File: config.mk
export PLATFORM = sky130hd
export DESIGN_NAME = decseq_top
export DESIGN_NICKNAME = d
export VERILOG_FILES = /design/src/rtl/decseq_pkg.sv /design/src/rtl/decseq_restart.sv /design/src/rtl/decseq_counter.sv /design/src/rtl/decseq_settle.sv /design/src/rtl/decseq_top.sv
export SDC_FILE = /design/constraint.sdc
export NUM_CORES = 1
export LEC_CHECK = 0
export BUFFER_PORTS_ARGS = -buffer_cell sky130_fd_sc_hd__buf_2
export CORE_MARGIN = 1.5
export CORE_UTILIZATION = 49
export CTS_CLUSTER_DIAMETER = 150
export CTS_CLUSTER_SIZE = 20
export DETAILED_ROUTE_END_ITERATION = 12
export HOLD_SLACK_MARGIN = 0.08
export PLACE_DENSITY = 0.76
export REMOVE_ABC_BUFFERS = 1
export SYNTH_ARGS = -nofsm -noshare
export SYNTH_HDL_FRONTEND = slang
export SYNTH_HIERARCHICAL = 1
export SYNTH_SLANG_ARGS = --single-unit
File: constraint.sdc
create_clock -name clk -period 1.95 [get_ports clk]
set_input_delay 0.585 -clock clk [delete_from_list [all_inputs] [get_ports clk]]
set_output_delay 0.585 -clock clk [all_outputs]
set_load 0.01 [all_outputs]
File: src/rtl/decseq_pkg.sv
package decseq_pkg;

  // Collected restart sources, sampled on the rising clock edge
  typedef struct packed {
    logic sync;
    logic rst;
    logic cal;
    logic inst;
    logic fs;
  } restart_src_t;

endpackage

File: src/rtl/decseq_restart.sv
module decseq_restart
  import decseq_pkg::*;
(
  input  logic         clk,
  input  logic         por_n,
  input  restart_src_t src_i,
  output logic         hold_o,
  output logic         cal_clr_o
);

  logic fs_seen_q;

  // Any restart source forces the sequence back to zero
  always_comb begin
    hold_o = src_i.sync | src_i.rst | src_i.cal | src_i.inst |
             (src_i.fs & ~fs_seen_q);
  end

  always_ff @(posedge clk or negedge por_n) begin
    if (!por_n) begin
      fs_seen_q <= 1'b0;
      cal_clr_o <= 1'b1;
    end else begin
      fs_seen_q <= fs_seen_q | src_i.fs;
      cal_clr_o <= src_i.rst;
    end
  end


  cal_clr_follow_chk: assert property (@(posedge clk) disable iff (!por_n)
    src_i.rst |=> cal_clr_o);


  cal_clr_quiet_chk: assert property (@(posedge clk) disable iff (!por_n)
    !src_i.rst |=> !cal_clr_o);


  fs_once_chk: assert property (@(posedge clk) disable iff (!por_n)
    fs_seen_q |=> fs_seen_q);

endmodule

File: src/rtl/decseq_counter.sv
module decseq_counter #(
  parameter int CNT_W    = 14,
  parameter int DEC_LOG2 = 6
) (
  input  logic             clk,
  input  logic             por_n,
  input  logic             hold_i,
  output logic [CNT_W-1:0] cnt_o,
  output logic             wrap_o,
  output logic             settle_hit_o,
  output logic             conv_done_o
);

  localparam logic [DEC_LOG2-1:0] LOW_LAST    = '1;
  localparam logic [CNT_W-1:0]    SETTLE_LAST = CNT_W'((1 << (CNT_W - 1)) - 1);

  logic [CNT_W-1:0] cnt_q;

  // Decimation period ends when the low field is at its last value
  always_comb begin
    wrap_o       = ~hold_i & (cnt_q[DEC_LOG2-1:0] == LOW_LAST);
    settle_hit_o = ~hold_i & (cnt_q == SETTLE_LAST);
  end

  always_ff @(posedge clk or negedge por_n) begin
    if (!por_n) begin
      cnt_q       <= '0;
      conv_done_o <= 1'b0;
    end else if (hold_i) begin
      cnt_q       <= '0;
      conv_done_o <= 1'b0;
    end else begin
      cnt_q       <= cnt_q + CNT_W'(1);
      conv_done_o <= wrap_o;
    end
  end

  assign cnt_o = cnt_q;


  hold_zero_chk: assert property (@(posedge clk) disable iff (!por_n)
    hold_i |=> (cnt_q == '0));


  count_step_chk: assert property (@(posedge clk) disable iff (!por_n)
    !hold_i |=> (cnt_q == $past(cnt_q) + CNT_W'(1)));


  done_align_chk: assert property (@(posedge clk) disable iff (!por_n)
    conv_done_o |-> (cnt_q[DEC_LOG2-1:0] == '0));


  done_single_chk: assert property (@(posedge clk) disable iff (!por_n)
    conv_done_o |=> !conv_done_o);

endmodule

File: src/rtl/decseq_settle.sv
module decseq_settle (
  input  logic clk,
  input  logic por_n,
  input  logic hold_i,
  input  logic wrap_i,
  input  logic settle_hit_i,
  input  logic par_mode_i,
  output logic settled_o,
  output logic data_ok_o
);

  logic settled_q;
  logic prdy_q;

  always_ff @(posedge clk or negedge por_n) begin
    if (!por_n) begin
      settled_q <= 1'b0;
      prdy_q    <= 1'b0;
    end else if (hold_i) begin
      settled_q <= 1'b0;
      prdy_q    <= 1'b0;
    end else begin
      settled_q <= settled_q | settle_hit_i;
      // Parallel ready waits for the first full period after settling
      prdy_q    <= prdy_q | (settled_q & wrap_i);
    end
  end

  always_comb begin
    settled_o = settled_q;
    data_ok_o = par_mode_i ? prdy_q : settled_q;
  end


  prdy_needs_settled_chk: assert property (@(posedge clk) disable iff (!por_n)
    prdy_q |-> settled_q);


  settled_sticky_chk: assert property (@(posedge clk) disable iff (!por_n)
    (settled_q && !hold_i) |=> settled_q);


  settled_clear_chk: assert property (@(posedge clk) disable iff (!por_n)
    hold_i |=> !settled_q);

endmodule

File: src/rtl/decseq_top.sv
module decseq_top
  import decseq_pkg::*;
#(
  parameter int CNT_W    = 14,
  parameter int DEC_LOG2 = 6
) (
  input  logic             clk,
  input  logic             por_n,
  input  logic             sync_in,
  input  logic             reset_cmd,
  input  logic             cal_start,
  input  logic             instab_det,
  input  logic             frame_sync,
  input  logic             par_mode,
  output logic [CNT_W-1:0] cyc_count,
  output logic             conv_done,
  output logic             settled,
  output logic             data_ok,
  output logic             cal_clr_req
);

  localparam logic [CNT_W-1:0] SETTLE_AT = CNT_W'(1 << (CNT_W - 1));

  restart_src_t src;
  logic         hold;
  logic         wrap;
  logic         settle_hit;

  always_comb begin
    src.sync = sync_in;
    src.rst  = reset_cmd;
    src.cal  = cal_start;
    src.inst = instab_det;
    src.fs   = frame_sync;
  end

  decseq_restart u_restart (
    .clk       (clk),
    .por_n     (por_n),
    .src_i     (src),
    .hold_o    (hold),
    .cal_clr_o (cal_clr_req)
  );

  decseq_counter #(
    .CNT_W    (CNT_W),
    .DEC_LOG2 (DEC_LOG2)
  ) u_counter (
    .clk          (clk),
    .por_n        (por_n),
    .hold_i       (hold),
    .cnt_o        (cyc_count),
    .wrap_o       (wrap),
    .settle_hit_o (settle_hit),
    .conv_done_o  (conv_done)
  );

  decseq_settle u_settle (
    .clk          (clk),
    .por_n        (por_n),
    .hold_i       (hold),
    .wrap_i       (wrap),
    .settle_hit_i (settle_hit),
    .par_mode_i   (par_mode),
    .settled_o    (settled),
    .data_ok_o    (data_ok)
  );


  settle_point_chk: assert property (@(posedge clk) disable iff (!por_n)
    $rose(settled) |-> (cyc_count == SETTLE_AT));


  sync_hold_chk: assert property (@(posedge clk) disable iff (!por_n)
    sync_in |=> (cyc_count == '0 && !settled && !conv_done));


  other_restart_chk: assert property (@(posedge clk) disable iff (!por_n)
    (cal_start || instab_det) |=> (cyc_count == '0 && !data_ok));

endmodule

==> results.toml <==
[run_status]
outcome = "finished, final reports clean"

[min_path]
hold_class = "in2async"

[grt]
grt_pass1_wl_um = 2732
grt-ovfl-total = 0
track_usage_pct = 18.26
grt_start_max_net_pins = 20
antenna_found_initial = 0
grt_pass1_vias = 644

[route]
postRouteAntennaNets = 0
drt_pass1_iterations = 4
route.met3.wl_um = 90
met1_length_um = 748
drtIter0Drc = 11
wl_met2_um = 757
vias = 734
avgViaCountPerCell = 5.358
wl_um = 1609
top_layer = "met4"
wl_per_cell_um = 11.74
post-route-drc-count = 0

[cts]
cts_sinks = 19
clk_path_buf_depth = 2
postCtsSetupRepairBufs = 0
clock_latency_ns = 0.29
cts_tree = "built"
hold_buffers = 0
cts_made_buffers = 3
h-tree-depth = 1
post_cts_resized = 0
cts_root_buffer = "clkbuf_4"
path_clk_slew_ns = 0.09

[synth]
yosys.area.top_type = "dfrtp_1"
synth_edf_count = 0
synth_top_area_share_pct = 51.43
ys_async_sr_fraction_pct = 100.0
synth_compound_area_share_pct = 11.43
synth_top_family_by_area = "simple AND/OR/NAND/NOR gates"
synth_ff_type = "dfrtp_1"
ys_seq_area_share_pct = 54.43
synthAdderAreaFrac_pct = 1.429
netlist_top_cells_area = "dfrtp_1 51%, a21oi_1 5.1%, nor2_1 3.4%"
ys_seq_elements = 19
syn-cell-area_um2 = 875.8
syn_avg_cell_area_um2 = 10.43
ys_types = 28
yosys-mux-area-fraction_pct = 3.000
synth-simple-area-share_pct = 23.29
synth.most_common_cell = "dfrtp_1"
synthCells = 84
ys_top_cells_by_count = "18 x dfrtp_1, 9 x a21oi_1, 8 x nor2_1, 5 x nand3_1"
yosysWarnings = 6
synth_xor_area_share_pct = 3.000

[sta]
worst_pin_slew_ns = 0.4060
rsz0062_at_grt = "false"
fin_worst_skew_ns = 0.002949
period_share_pct = 86.54
clock.fmax_mhz = 592.6
final_max_slew_viol_count = 0
setup_tns_ns = 0
setup_viol_count_final = 0
period_needed_ns = 1.688
final_hold_viol_count = 0
relSlewSlack_pct = 72.93

[die]
core_area_um2 = 1708
die_h_um = 45.28
row_count = 15
io_pins = 26
die_area_um2 = 2050
die_x_um = 45.28
start_util_pct = 51.28

[final_layout]
nNetsFinal = 122
antenna_cells = 0
area_growth_pct = 20.43
drive_above_1_share_pct = 33.04
fin_area_um2 = 1055

[setup_path]
path_cells = "buf_2 -> mux2_4 -> buf_2"
arrival_ns = 1.10
startpoint_type = "input port"
r2r_start = "u_counter/cnt_o[0]"
required_ns = 1.36
cp-startpoint = "par_mode"
r2r-end = "u_settle/settled_o"
reg2reg_slack_ns = 0.29
slowest_stage = "mux2_4"
cp_max_fo = 1
cpPeakStageDelay_ns = 0.28
cp-endpoint = "data_ok"
crit_top_cell = "buf_2"
worst-setup-path-type = "in2out"
rr_worst_depth = 6
crit_path_end_kind = "primary output"

[flow_run]
cap_violations = 0

[power]
peakVddDrop_uv = 296.0
p_leak_nw = 0.4796
power.density_nw_per_um2 = 576.2

[placed_design]
gp_congestion = 0.7259
placed_area_um2 = 1028
portBuffers = 25
==> stage by stage <==
stage | hold slack (ns) | instances | power, mW | utilization (%) | worst slack, ns
final | 0.2129 | 137 | 0.6077 | 61.76 | 0.2625
after floorplan | 0.2894 | 81 | 0.4099 | - | 0.1212
after global routing | 0.2280 | 137 | 0.6388 | 61.76 | 0.1559
after global placement | 0.4543 | 133 | 0.4286 | 60.22 | 0.2611
after detailed placement | 0.4620 | 133 | 0.4292 | 60.22 | 0.2202
after CTS | 0.2188 | 137 | 0.6204 | 61.76 | 0.2466
==> worst min-delay path by stage <==
stage / startpoint / to
6_report: por_n / u_counter/cnt_o[5]
5_1_grt: por_n / u_counter/cnt_o[10]
4_1_cts: por_n / u_counter/conv_done_o
3_5_place_dp: u_restart/fs_seen_q / u_restart/fs_seen_q
3_3_place_gp: u_restart/fs_seen_q / u_restart/fs_seen_q
2_1_floorplan: por_n / u_counter/cnt_o[0]
==> logic make-up after synthesis <==
| kind of cell | Yosys count |
|---|---|
| compound gates | 18 |
| mux | 2 |
| flops | 19 |
| fa+ha+maj | 1 |
| simple gates | 35 |
| xor+xnor | 3 |
| buf+inv | 6 |
==> layout make-up <==
cell class	count	area (um^2)
Timing Repair Buffer	27	140.1
Inverter	3	11.26
Clock buffer	4	26.28
Fill cell	161	653.1
Tap cell	25	31.28
Sequential cell	19	476.7
Multi-Input combinational cell	59	369.1
==> state kept, by name, summed over array words and instances, names as in the netlist <==
name	flops
u_restart/cal_clr_o	1
u_counter/conv_done_o	1
u_restart/fs_seen_q	1
u_counter/cnt_o	14
u_settle/settled_o	1
u_settle/prdy_q	1
==> cells in the final DEF, fill, tap and decap left out <==
cell,count
nor4_1,2
o21ai_0,4
nand2_1,3
o21ai_1,1
clkbuf_4,3
nor3_1,1
nor2b_1,2
mux2_4,1
dfstp_2,1
xnor2_1,1
buf_2,25
nand4_2,1
nand4_1,2
mux2_2,1
nand3_1,5
nor3_2,1
buf_4,2
o31ai_1,4
nor2_1,8
dfrtp_1,18
or2_2,1
or3_1,4
a21oi_1,9
or4_1,4
clkbuf_1,1
ha_1,1
inv_1,3
or4_4,1
xor2_1,2
==> layer usage <==
| layer | GRT usage [%] | vias to the layer above |
|---|---|---|
| li1 | - | 365 |
| met5 | 0 | - |
| met2 | 30.00 | 28 |
| met1 | 24.42 | 337 |
| met4 | 7.059 | 0 |
| met3 | 2.400 | 4 |
==> critical path, delay by kind of cell <==
| family | cells | cell delay [ns] |
|---|---|---|
| buffers and inverters | 2 | 0.24 |
| muxes | 1 | 0.28 |
==> power by group <==
| part | switching (mW) | internal, mW | total, mW |
|---|---|---|---|
| clock network | 0.108 | 0.0794 | 0.187 |
| logic | 0.0149 | 0.00870 | 0.0236 |
| registers | 0.000885 | 0.396 | 0.397 |
Note: power is estimated with default switching activity, not from simulation.
